## src/rtl/poll_pkg.sv

```systemverilog
package poll_pkg;
  localparam int PATHS   = 2;
  localparam int PATH_TX = 0;
  localparam int PATH_RX = 1;
  typedef logic [PATHS-1:0] path_vec_t;
endpackage

```

## src/rtl/pt_prescale.sv

```systemverilog
module pt_prescale #(
  parameter int DIV = 3
) (
  input  logic clk,
  input  logic rst_n,
  input  logic clr_i,
  output logic tick_o
);
  localparam int PW = (DIV > 2) ? $clog2(DIV) : 1;

  logic [PW-1:0] pre_q, pre_d;

  assign tick_o = (pre_q == PW'(DIV - 1));

  always_comb begin
    if (clr_i || tick_o) pre_d = '0;
    else                 pre_d = pre_q + PW'(1);
  end

  always_ff @(posedge clk or negedge rst_n) begin
    if (!rst_n) pre_q <= '0;
    else        pre_q <= pre_d;
  end
endmodule

```

## src/rtl/pt_interval.sv

```systemverilog
module pt_interval #(
  parameter int W = 16
) (
  input  logic         clk,
  input  logic         rst_n,
  input  logic         tick_i,
  input  logic         chain_i,
  input  logic [W-1:0] norm_intv_i,
  input  logic [W-1:0] chain_intv_i,
  input  logic         kick_i,
  output logic         restart_o,
  output logic         expire_o
);
  localparam int CW = W + 1;

  logic [CW-1:0] cnt_q, cnt_d;
  logic          mode_q;
  logic [W-1:0]  sel;
  logic [CW-1:0] load;

  assign sel  = chain_i ? chain_intv_i : norm_intv_i;
  assign load = (sel == '0) ? (CW'(1) << W) : {1'b0, sel};

  // cnt_q of zero only occurs straight after reset: forces the first load
  assign restart_o = (cnt_q == '0) || (chain_i != mode_q) || kick_i;
  assign expire_o  = !restart_o && tick_i && (cnt_q == CW'(1));

  always_comb begin
    if (restart_o || expire_o) cnt_d = load;
    else if (tick_i)           cnt_d = cnt_q - CW'(1);
    else                       cnt_d = cnt_q;
  end

  always_ff @(posedge clk or negedge rst_n) begin
    if (!rst_n) begin
      cnt_q  <= '0;
      mode_q <= 1'b0;
    end else begin
      cnt_q  <= cnt_d;
      mode_q <= chain_i;
    end
  end
endmodule

```

## src/rtl/pt_gate.sv

```systemverilog
module pt_gate (
  input  logic clk,
  input  logic rst_n,
  input  logic ev_i,
  input  logic busy_i,
  output logic poll_o
);
  logic pend_q, pend_d, poll_q, poll_d, want;

  assign want   = pend_q || ev_i;
  assign poll_d = want && !busy_i;
  assign pend_d = want && busy_i;
  assign poll_o = poll_q;

  always_ff @(posedge clk or negedge rst_n) begin
    if (!rst_n) begin
      pend_q <= 1'b0;
      poll_q <= 1'b0;
    end else begin
      pend_q <= pend_d;
      poll_q <= poll_d;
    end
  end
endmodule

```

## src/rtl/desc_poll_timer.sv

```systemverilog
module desc_poll_timer
  import poll_pkg::*;
#(
  parameter int W   = 16,
  parameter int DIV = 3
) (
  input  logic         clk,
  input  logic         rst_n,
  input  logic [W-1:0] norm_intv_i,
  input  logic [W-1:0] chain_intv_i,
  input  logic         chain_req_i,
  input  logic         demand_i,
  input  logic         tx_dis_i,
  input  logic         chain_dis_i,
  input  logic         next_owned_i,
  input  logic         tx_end_i,
  input  logic         rx_idle_i,
  input  logic         rx_own2_i,
  input  logic         busy_i,
  output logic         tx_poll_o,
  output logic         rx_poll_o
);
  logic      tick_w, restart_w, expire_w, kick_w, timed_ok;
  path_vec_t ev, poll;

  assign kick_w   = demand_i || (tx_end_i && !next_owned_i);
  assign timed_ok = !(chain_req_i && chain_dis_i);

  pt_prescale #(.DIV(DIV)) u_pre (
    .clk(clk), .rst_n(rst_n), .clr_i(restart_w), .tick_o(tick_w)
  );

  pt_interval #(.W(W)) u_cnt (
    .clk(clk), .rst_n(rst_n), .tick_i(tick_w), .chain_i(chain_req_i),
    .norm_intv_i(norm_intv_i), .chain_intv_i(chain_intv_i),
    .kick_i(kick_w), .restart_o(restart_w), .expire_o(expire_w)
  );

  assign ev[PATH_TX] = (expire_w && timed_ok && !tx_dis_i) || kick_w;
  assign ev[PATH_RX] = expire_w && timed_ok && !(rx_idle_i && rx_own2_i);

  for (genvar p = 0; p < PATHS; p++) begin : g_path
    pt_gate u_gate (
      .clk(clk), .rst_n(rst_n), .ev_i(ev[p]), .busy_i(busy_i), .poll_o(poll[p])
    );
  end

  assign tx_poll_o = poll[PATH_TX];
  assign rx_poll_o = poll[PATH_RX];
endmodule

```

## config.mk

```make
export PLATFORM = sky130hd
export DESIGN_NAME = desc_poll_timer
export DESIGN_NICKNAME = d
export VERILOG_FILES = /design/src/rtl/poll_pkg.sv /design/src/rtl/pt_prescale.sv /design/src/rtl/pt_interval.sv /design/src/rtl/pt_gate.sv /design/src/rtl/desc_poll_timer.sv
export SDC_FILE = /design/constraint.sdc
export NUM_CORES = 1
export LEC_CHECK = 0
export CAP_MARGIN = 20
export CORE_MARGIN = 2
export CORE_UTILIZATION = 50
export DETAILED_ROUTE_END_ITERATION = 8
export MAX_ROUTING_LAYER = met4
export PLACE_DENSITY = 0.83
export SLEW_MARGIN = 25
export SYNTH_ARGS = -nofsm -noshare
export SYNTH_HDL_FRONTEND = slang
export SYNTH_SLANG_ARGS = --single-unit
```

## constraint.sdc

```tcl
create_clock -name clk -period 4.8 [get_ports clk]
set_input_delay 1.2 -clock clk [delete_from_list [all_inputs] [get_ports clk]]
set_output_delay 1.2 -clock clk [all_outputs]
set_load 0.03 [all_outputs]
```

==> flow_summary.ini, run 1 <==
[outcome]
status = completed

[yosys]
synth-seq-area-share_pct = 36.84
synth_nets = 232
synth_top_area_cell = dfrtp_1
synth.distinct_cells = 39
synth-seq-cells = 24
syn_avg_cell_area_um2 = 8.813
synth_area_leaders = dfrtp_1 (37%), mux2i_1 (9.8%), nor3_1 (4.0%)
synth.top_cell.area_share_pct = 36.84
ys.warnings.count = 0
synthCells = 185
syn-cell-area_um2 = 1630

[clocking]
cts_tree = built
clk_pin_slew_ns = 0.14
cts_made_buffers = 3
cts_setup_buffers = 0
holdBufCountCts = 0
htree_levels = 1
cts-root-buf = clkbuf_4
cts-resized-gates = 0
cts.path.max_buffers = 2
cts.sinks = 24
insertion_delay_ns = 0.32

[timing]
max_freq_mhz = 300.5
setup_viol = 0
whs_ns = 0.4592
final_max_slew_viol_count = 0
finalHoldViolCount = 0
min_period_over_period_pct = 69.33
clock_skew_ns = 0.005888
period_needed_ns = 3.328
setup_tns_ns = 0
layout_setup_ws_ns = 1.472
slew-limit-headroom_pct = 60.66
rsz0062_at_grt = no
tightest_slew_ns = 0.5899

[pwr]
leakage_nw = 0.8278
irDropWorstVdd_mv = 0.1158
power_uw = 533.8
power_density_nw_per_um2 = 248.9

[die]
die_w_um = 61.10
coreArea_um2 = 3078
die_height_um = 61.10
rows = 20
dieArea_um2 = 3733
pin_count = 45
initial_core_util_pct = 52.97

[placement]
dpl.hpwl_um = 3469
gp_congestion = 0.9378
placedCellCount = 267
dp_slack_ns = 1.200
portBuffers = 44
place_area_um2 = 2092

[critical_path]
cp_slowest_cell = o21ai_2
crit_chain = clkdlybuf4s50_1, buf_4, xor2_1, nor3_1, nand2_1, o21ai_2, o21ai_0, o2bb2a_1
critPathMaxFanout = 23
cp-start-kind = primary input
crit_type = in -> reg
critPathCaptureType = flip-flop
reg2regPathDepth = 6
worstPathRequired_ns = 5.07
slowest_delay_ns = 0.57
worstPathArrival_ns = 3.60

[worst_hold_path]
min_path_type = reg -> reg
whs_path_depth = 1

[drt]
via_count = 1657
vias_per_cell = 6.114
drtIter0Drc = 208
wirelength_um = 4534
first_pass_iters = 6
routedWlPerCell_um = 16.73
ant_nets = 0
drcViolationCount = 0

[grt]
grt_first_pass_wirelength_um = 7251
grt_pass1_vias = 1533
antenna_found_initial = 0
overflow = 0
grt_util_all_layers_pct = 27.73
grt_max_degree = 25

[layout]
layout-drive-gt1-share_pct = 4.405
area_growth_pct = 31.54
final_core_util_pct = 69.67
fin_nets = 275
layoutNonFillerInstCount = 271
antennaDiodeCount = 0
fill_cells = 230
finalInstanceArea_um2 = 2145

[run]
maxCapViolCount = 0
## cells in the mapped netlist
cell type  count
dfrtp_1       24
nor2_1        17
mux2i_1       16
nor3_1        13
nand2_1       12
o21ai_0       11
nor4_1         9
a21oi_1        8
nand3_1        8
inv_1          5
o22ai_1        5
ha_1           4
nand4_1        4
o221ai_1       4
a21o_1         3
and2_1         3
clkbuf_1       3
nor2b_1        3
o211ai_1       3
o32ai_1        3
or3_1          3
or4_1          3
a211o_1        2
buf_2          2
buf_4          2
nor4b_1        2
a21boi_0       1
a2bb2oi_1      1
a41oi_1        1
and4_1         1
nand2b_1       1
nor3b_1        1
nor4_4         1
o21ai_2        1
o2bb2a_1       1
or2_2          1
or4_4          1
xnor2_1        1
xor2_1         1
## worst max-delay path: cells and delay by family
kind	cells	cell delay, ns
AOI/OAI and AO/OA	3	1.00
buffers and inverters	2	0.75
and+or+nand+nor	2	0.54
xor gates and xnor gates	1	0.10
## report_power, final
part | total, mW | internal, mW | switching (mW)
Clock | 0.150 | 0.0845 | 0.0651
Combinational | 0.133 | 0.0687 | 0.0641
Sequential | 0.251 | 0.224 | 0.0279
Total | 0.534 | 0.377 | 0.157
## placed cells by master (no fill, tap or decap), types with 2 or more instances in the layout
cell	Yosys	final
o221ai_1	4	4
or4_1	3	3
mux2i_1	16	16
nand3_1	8	8
clkdlybuf4s50_1	0	43
or3_1	3	3
and2_1	3	3
nor2_1	17	17
nor4b_1	2	2
o22ai_1	5	5
a21o_1	3	3
nor2b_1	3	3
a211o_1	2	2
nor3_1	13	13
o32ai_1	3	3
inv_1	5	5
nand2_1	12	12
o21ai_0	11	11
a21oi_1	8	8
nand4_1	4	4
clkbuf_4	0	3
o211ai_1	3	3
nor4_1	9	9
ha_1	4	4
dfrtp_1	24	24
## cell type report
class                      count  area, µm²  share of cell area, %
tap                           44      55.05                  2.567
clock inverter                 1      30.03                  1.400
sequential                    24      600.6                  28.00
inverter                       5      18.77                 0.8751
clock buffer                   3      22.52                  1.050
timing repair buffer          45      442.9                  20.65
multi-input combinational    149      974.7                  45.45
## per-layer routing
layer	vias up	wire length (µm)	track usage (%)
li1	796	-	-
met1	723	1935	35.30
met2	121	2028	42.71
met3	17	475	7.353
met4	0	95	9.317
met5	-	0	-
## cell families (layout without fill, tap and decap cells)
kind of cell | Yosys count | count (layout) | share of synthesized area [%]
AOI/OAI and AO/OA | 44 | 44 | 18.04
adders and majority gates | 4 | 4 | 3.070
xor gates and xnor gates | 2 | 2 | 1.075
muxes | 16 | 16 | 9.823
buffers and inverters | 12 | 54 | 3.377
and+or+nand+nor | 83 | 83 | 27.78
DFF | 24 | 24 | 36.84
## state kept, by name, summed over array words and instances (netlist names)
name,flops
g_path.u_gate.pend_q,2
u_cnt.mode_q,1
u_pre.pre_q,2
g_path.u_gate.poll_o,2
u_cnt.cnt_q,17
## final timing paths
| kind | endpoint | slack [ns] | start |
|---|---|---|---|
| worst max-delay path | u_cnt.cnt_q[16] | 1.47 | chain_req_i |
| worst min-delay path | u_pre.pre_q[0] | 0.46 | u_pre.pre_q[0] |
| worst max register to register | u_cnt.cnt_q[12] | 2.06 | u_cnt.cnt_q[8] |
| worst min register to register | u_pre.pre_q[0] | 0.46 | u_pre.pre_q[0] |
| max in group asynchronous | u_pre.pre_q[1] | 3.61 | rst_n |
| min in group asynchronous | u_cnt.mode_q | 0.83 | rst_n |
Power figures use the tool's default switching activity.
==> inputs of run 2 (changes only) <==
- CORE_UTILIZATION: 50 -> 43
- PLACE_DENSITY: 0.83 -> 0.76
- clock period: 4.8 -> 2.84 ns (I/O delays scaled with it)
==> run 2 against run 1 <==
Effect of this change: critical path depth shrank 1; clock power up 37%; sequential power up 69%; via count up 3.8%; die area increased by 15%; largest cell class unchanged; largest power group unchanged.
==> flow_summary.ini, run 2 (synthesis results as in run 1) <==
[die]
pin_count = 45
die_w_um = 65.58
initial_core_util_pct = 44.53
rows = 22
die_height_um = 65.58
coreArea_um2 = 3661
dieArea_um2 = 4300

[timing]
setup_tns_ns = 0
whs_ns = 0.4271
slew-limit-headroom_pct = 60.97
clock_skew_ns = 0.009268
max_freq_mhz = 393.7
setup_viol = 0
rsz0062_at_grt = no
final_max_slew_viol_count = 0
tightest_slew_ns = 0.5801
min_period_over_period_pct = 89.44
period_needed_ns = 2.540
finalHoldViolCount = 0

[pwr]
swShare_pct = 30.52
irDropWorstVdd_mv = 0.1678
p_switching_uw = 265.4
combPwrFrac_pct = 27.5
p_clk_share_pct = 23.7
power_density_nw_per_um2 = 387.2
seq_power_share_pct = 48.8
leakage_nw = 0.8851
internal_power_uw = 604.3

[outcome]
status = completed

[clocking]
cts-resized-gates = 0
htree_levels = 1
cts.sinks = 24
cts-root-buf = clkbuf_8
cts_made_buffers = 3
clk_pin_slew_ns = 0.09
cts_setup_buffers = 0
holdBufCountCts = 0
insertion_delay_ns = 0.27
cts_tree = built
cts.path.max_buffers = 2

[drt]
first_pass_iters = 4
drcViolationCount = 0
ant_nets = 0
vias_per_cell = 6.014
drtIter0Drc = 135
via_count = 1720
wirelength_um = 4464
routedWlPerCell_um = 15.61

[layout]
final_core_util_pct = 61.35
antennaDiodeCount = 0
area_growth_pct = 37.76
fin_nets = 287
layout_common_cells = clkdlybuf4s50_1 (44), dfrtp_1 (24), nor2_1 (17), mux2i_1 (16), nor3_1 (13)
final_common_cell = clkdlybuf4s50_1
largest_register_ffs = 17
top_register = u_cnt.cnt_q
layout-drive-gt1-share_pct = 8.403
fill_cells = 310

[worst_hold_path]
min_path_type = reg -> reg

[grt]
grt_pass1_vias = 1604
overflow = 0
grt_first_pass_wirelength_um = 7555
antenna_found_initial = 0
grt_max_degree = 25
grt_util_all_layers_pct = 23.36

[placement]
gp_congestion = 0.8908
portBuffers = 44
dpl.hpwl_um = 3528

[critical_path]
cp-start-kind = flip-flop
critPathCaptureType = flip-flop
crit_type = reg -> reg
critPathMaxFanout = 13
worstPathRequired_ns = 3.03
worstPathArrival_ns = 2.73

[run]
maxCapViolCount = 0
run 2: path summary, 6_finish.rpt:
kind | slack (ns) | cells past startpoint | startpoint | end
setup / recovery | 0.30 | 7 | u_cnt.cnt_q[9] | u_cnt.cnt_q[12]
hold / removal | 0.43 | 1 | u_pre.pre_q[0] | u_pre.pre_q[0]
min in group asynchronous | 0.79 | 2 | rst_n | u_cnt.cnt_q[8]
max in group asynchronous | 1.79 | 2 | rst_n | u_cnt.cnt_q[1]
setup reg to reg | 0.30 | 7 | u_cnt.cnt_q[9] | u_cnt.cnt_q[12]
hold reg to reg | 0.43 | 1 | u_pre.pre_q[0] | u_pre.pre_q[0]
run 2: power groups by stage:
stage	Sequential [mW]	Combinational (mW)	Clock, mW
finish	0.424	0.240	0.206
global route	0.430	0.264	0.223
CTS	0.423	0.239	0.207
detailed placement	0.429	0.239	0
global placement	0.428	0.235	0
floorplan	0.420	0.117	0
run 2: routing by layer:
| metal | track usage [%] | wire [µm] | share of wire, % | up-vias |
|---|---|---|---|---|
| li1 | - | - | - | 817 |
| met2 | 34.06 | 1971 | 44 | 105 |
| met1 | 33.80 | 1995 | 45 | 783 |
| met3 | 3.253 | 390 | 8.7 | 15 |
| met5 | - | 0 | 0 | - |
| met4 | 7.031 | 107 | 2.4 | 0 |
run 2: per-stage QoR:
| step | cell area [µm²] | cells | total power [mW] | worst slack [ns] |
|---|---|---|---|---|
| floorplan | 1630 | 185 | 0.5364 | 0.7192 |
| global placement | 2205 | 283 | 0.6629 | 0.1556 |
| detailed placement | 2205 | 283 | 0.6678 | 0.03985 |
| CTS | 2246 | 286 | 0.8686 | 0.3173 |
| global route | 2246 | 286 | 0.9164 | 0.1729 |
| finish | 2246 | 286 | 0.8697 | 0.2999 |
run 2: layout make-up:
cell class              count  area [µm²]  share of cell area [%]
inverters                   5       18.77                  0.8357
clock buffers               3       41.29                   1.838
well taps                  48       60.06                   2.674
multi-input cells         149       974.7                   43.40
repair buffers             57       550.5                   24.51
flip-flops and latches     24       600.6                   26.74
run 2: critical path: stages, from the launching register on:
cell and delay [ns]:
dfrtp_1 0.43, nor4_1 0.56, and2_1 0.30, and4_1 0.44
o21ai_2 0.11, buf_12 0.16, or3_1 0.34, o211ai_1 0.11
==> inputs of run 3 (changes only) <==
- CORE_ASPECT_RATIO: default -> 2
==> run 3 against run 2 <==
Effect of this change: clock skew fell by 0.0069 ns; worst hold slack better by 0.0089 ns; clock power fell by 2%; combinational power up 2%; sequential share of layout area down 0.10 points; clock-buffer cell count stayed put; maximum frequency rose by 3.0%; design area grew 0.39%; largest cell class unchanged.
==> flow_summary.ini, run 3 (synthesis results as in run 1) <==
[outcome]
status = completed

[grt]
grt_max_degree = 25
grt_pass1_vias = 1764
antenna_found_initial = 0
grt_first_pass_wirelength_um = 8176
grt_util_all_layers_pct = 26.60
overflow = 0

[clocking]
insertion_delay_ns = 0.27
cts-root-buf = clkbuf_8
cts_made_buffers = 3
cts.sinks = 24
cts.path.max_buffers = 2
cts_setup_buffers = 0
clk_pin_slew_ns = 0.08
cts_tree = built
htree_levels = 1
holdBufCountCts = 0
cts-resized-gates = 0

[run]
maxCapViolCount = 0

[die]
die_height_um = 91.08
die_w_um = 47.54
coreArea_um2 = 3646
dieArea_um2 = 4330
initial_core_util_pct = 44.72
rows = 31
pin_count = 45

[placement]
place_area_um2 = 2213
dpl.hpwl_um = 4165
placedCellCount = 285
gp_congestion = 0.9332
portBuffers = 44

[layout]
fin_nets = 288
fill_cells = 362
layout-drive-gt1-share_pct = 8.787
largest_register_ffs = 17
area_growth_pct = 38.30
top_register = u_cnt.cnt_q
antennaDiodeCount = 0
layoutNonFillerInstCount = 288
finalInstanceArea_um2 = 2255
layout_common_cells = clkdlybuf4s50_1 (44), dfrtp_1 (24), nor2_1 (17), mux2i_1 (16)
final_common_cell = clkdlybuf4s50_1

[pwr]
power_uw = 870.8
power_density_nw_per_um2 = 386.2
leakage_nw = 0.8889
irDropWorstVdd_mv = 0.2934

[critical_path]
worstPathRequired_ns = 2.99
slowest_delay_ns = 0.59
critPathCaptureType = flip-flop
worstPathArrival_ns = 2.62
cp-start-kind = primary input
critPathMaxFanout = 13
crit_type = in -> reg
cp_slowest_cell = clkdlybuf4s50_1
crit_chain = clkdlybuf4s50_1, buf_4, mux2i_1, nand2_1, a211o_1, o21ai_2, buf_12, o221ai_1, a21boi_0

[timing]
tightest_slew_ns = 0.5019
setup_tns_ns = 0
rsz0062_at_grt = no
setup_viol = 0
final_max_slew_viol_count = 0
max_freq_mhz = 405.3
finalHoldViolCount = 0
clock_skew_ns = 0.002354
slew-limit-headroom_pct = 66.23
period_needed_ns = 2.467
whs_ns = 0.4361
min_period_over_period_pct = 86.87

[drt]
first_pass_iters = 4
vias_per_cell = 5.993
drcViolationCount = 0
ant_nets = 0
via_count = 1726
wirelength_um = 5091
drtIter0Drc = 53
routedWlPerCell_um = 17.68

[worst_hold_path]
min_path_type = reg -> reg
[run 3: changes by cell type in the layout (fill, tap and decap cells not counted), sizes merged]
cell	change
buf	+1
[run 3: final timing paths]
| check | startpoint | end | depth (start not counted) | slack, ns |
|---|---|---|---|---|
| worst max-delay path | chain_req_i | u_cnt.cnt_q[1] | 9 | 0.37 |
| worst min-delay path | u_pre.pre_q[0] | u_pre.pre_q[0] | 1 | 0.44 |
| worst max register to register | u_cnt.cnt_q[5] | u_cnt.cnt_q[15] | 8 | 0.51 |
| worst min register to register | u_pre.pre_q[0] | u_pre.pre_q[0] | 1 | 0.44 |
| max in group asynchronous | rst_n | u_cnt.cnt_q[1] | 2 | 1.81 |
| min in group asynchronous | rst_n | u_cnt.cnt_q[12] | 2 | 0.79 |
[run 3: power breakdown]
| group | switching (mW) | total, mW | internal [mW] |
|---|---|---|---|
| clock network | 0.107 | 0.202 | 0.0951 |
| logic | 0.112 | 0.244 | 0.132 |
| registers | 0.0465 | 0.424 | 0.378 |
[run 3: area by class of cell]
cell class	instances	area, µm²	area share [%]
Multi-Input combinational cell	149	974.7	43.23
Sequential cell	24	600.6	26.64
Timing Repair Buffer	58	558.0	24.75
Tap cell	49	61.31	2.719
Clock buffer	3	41.29	1.831
Inverter	5	18.77	0.8324
[run 3: layer usage]
metal,wire length [µm],global-route usage (%),up-vias
met5,0,-,-
met4,344,15.54,0
met3,163,2.783,22
met2,2967,45.50,57
met1,1615,26.73,831
li1,-,-,816
[run 3: per-stage QoR]
stage / setup slack [ns] / utilization, %
after floorplan: 0.7192 / -
after global placement: 0.1139 / 60.71
after detailed placement: 0.09041 / 60.71
after CTS: 0.3710 / 61.84
after global routing: 0.2662 / 61.84
final: 0.3729 / 61.84
[run 3: critical path, delay by kind of cell]
| kind | cells | cell delay, ns |
|---|---|---|
| buf+inv | 3 | 0.96 |
| compound gates | 4 | 0.61 |
| mux | 1 | 0.25 |
| simple gates | 1 | 0.08 |
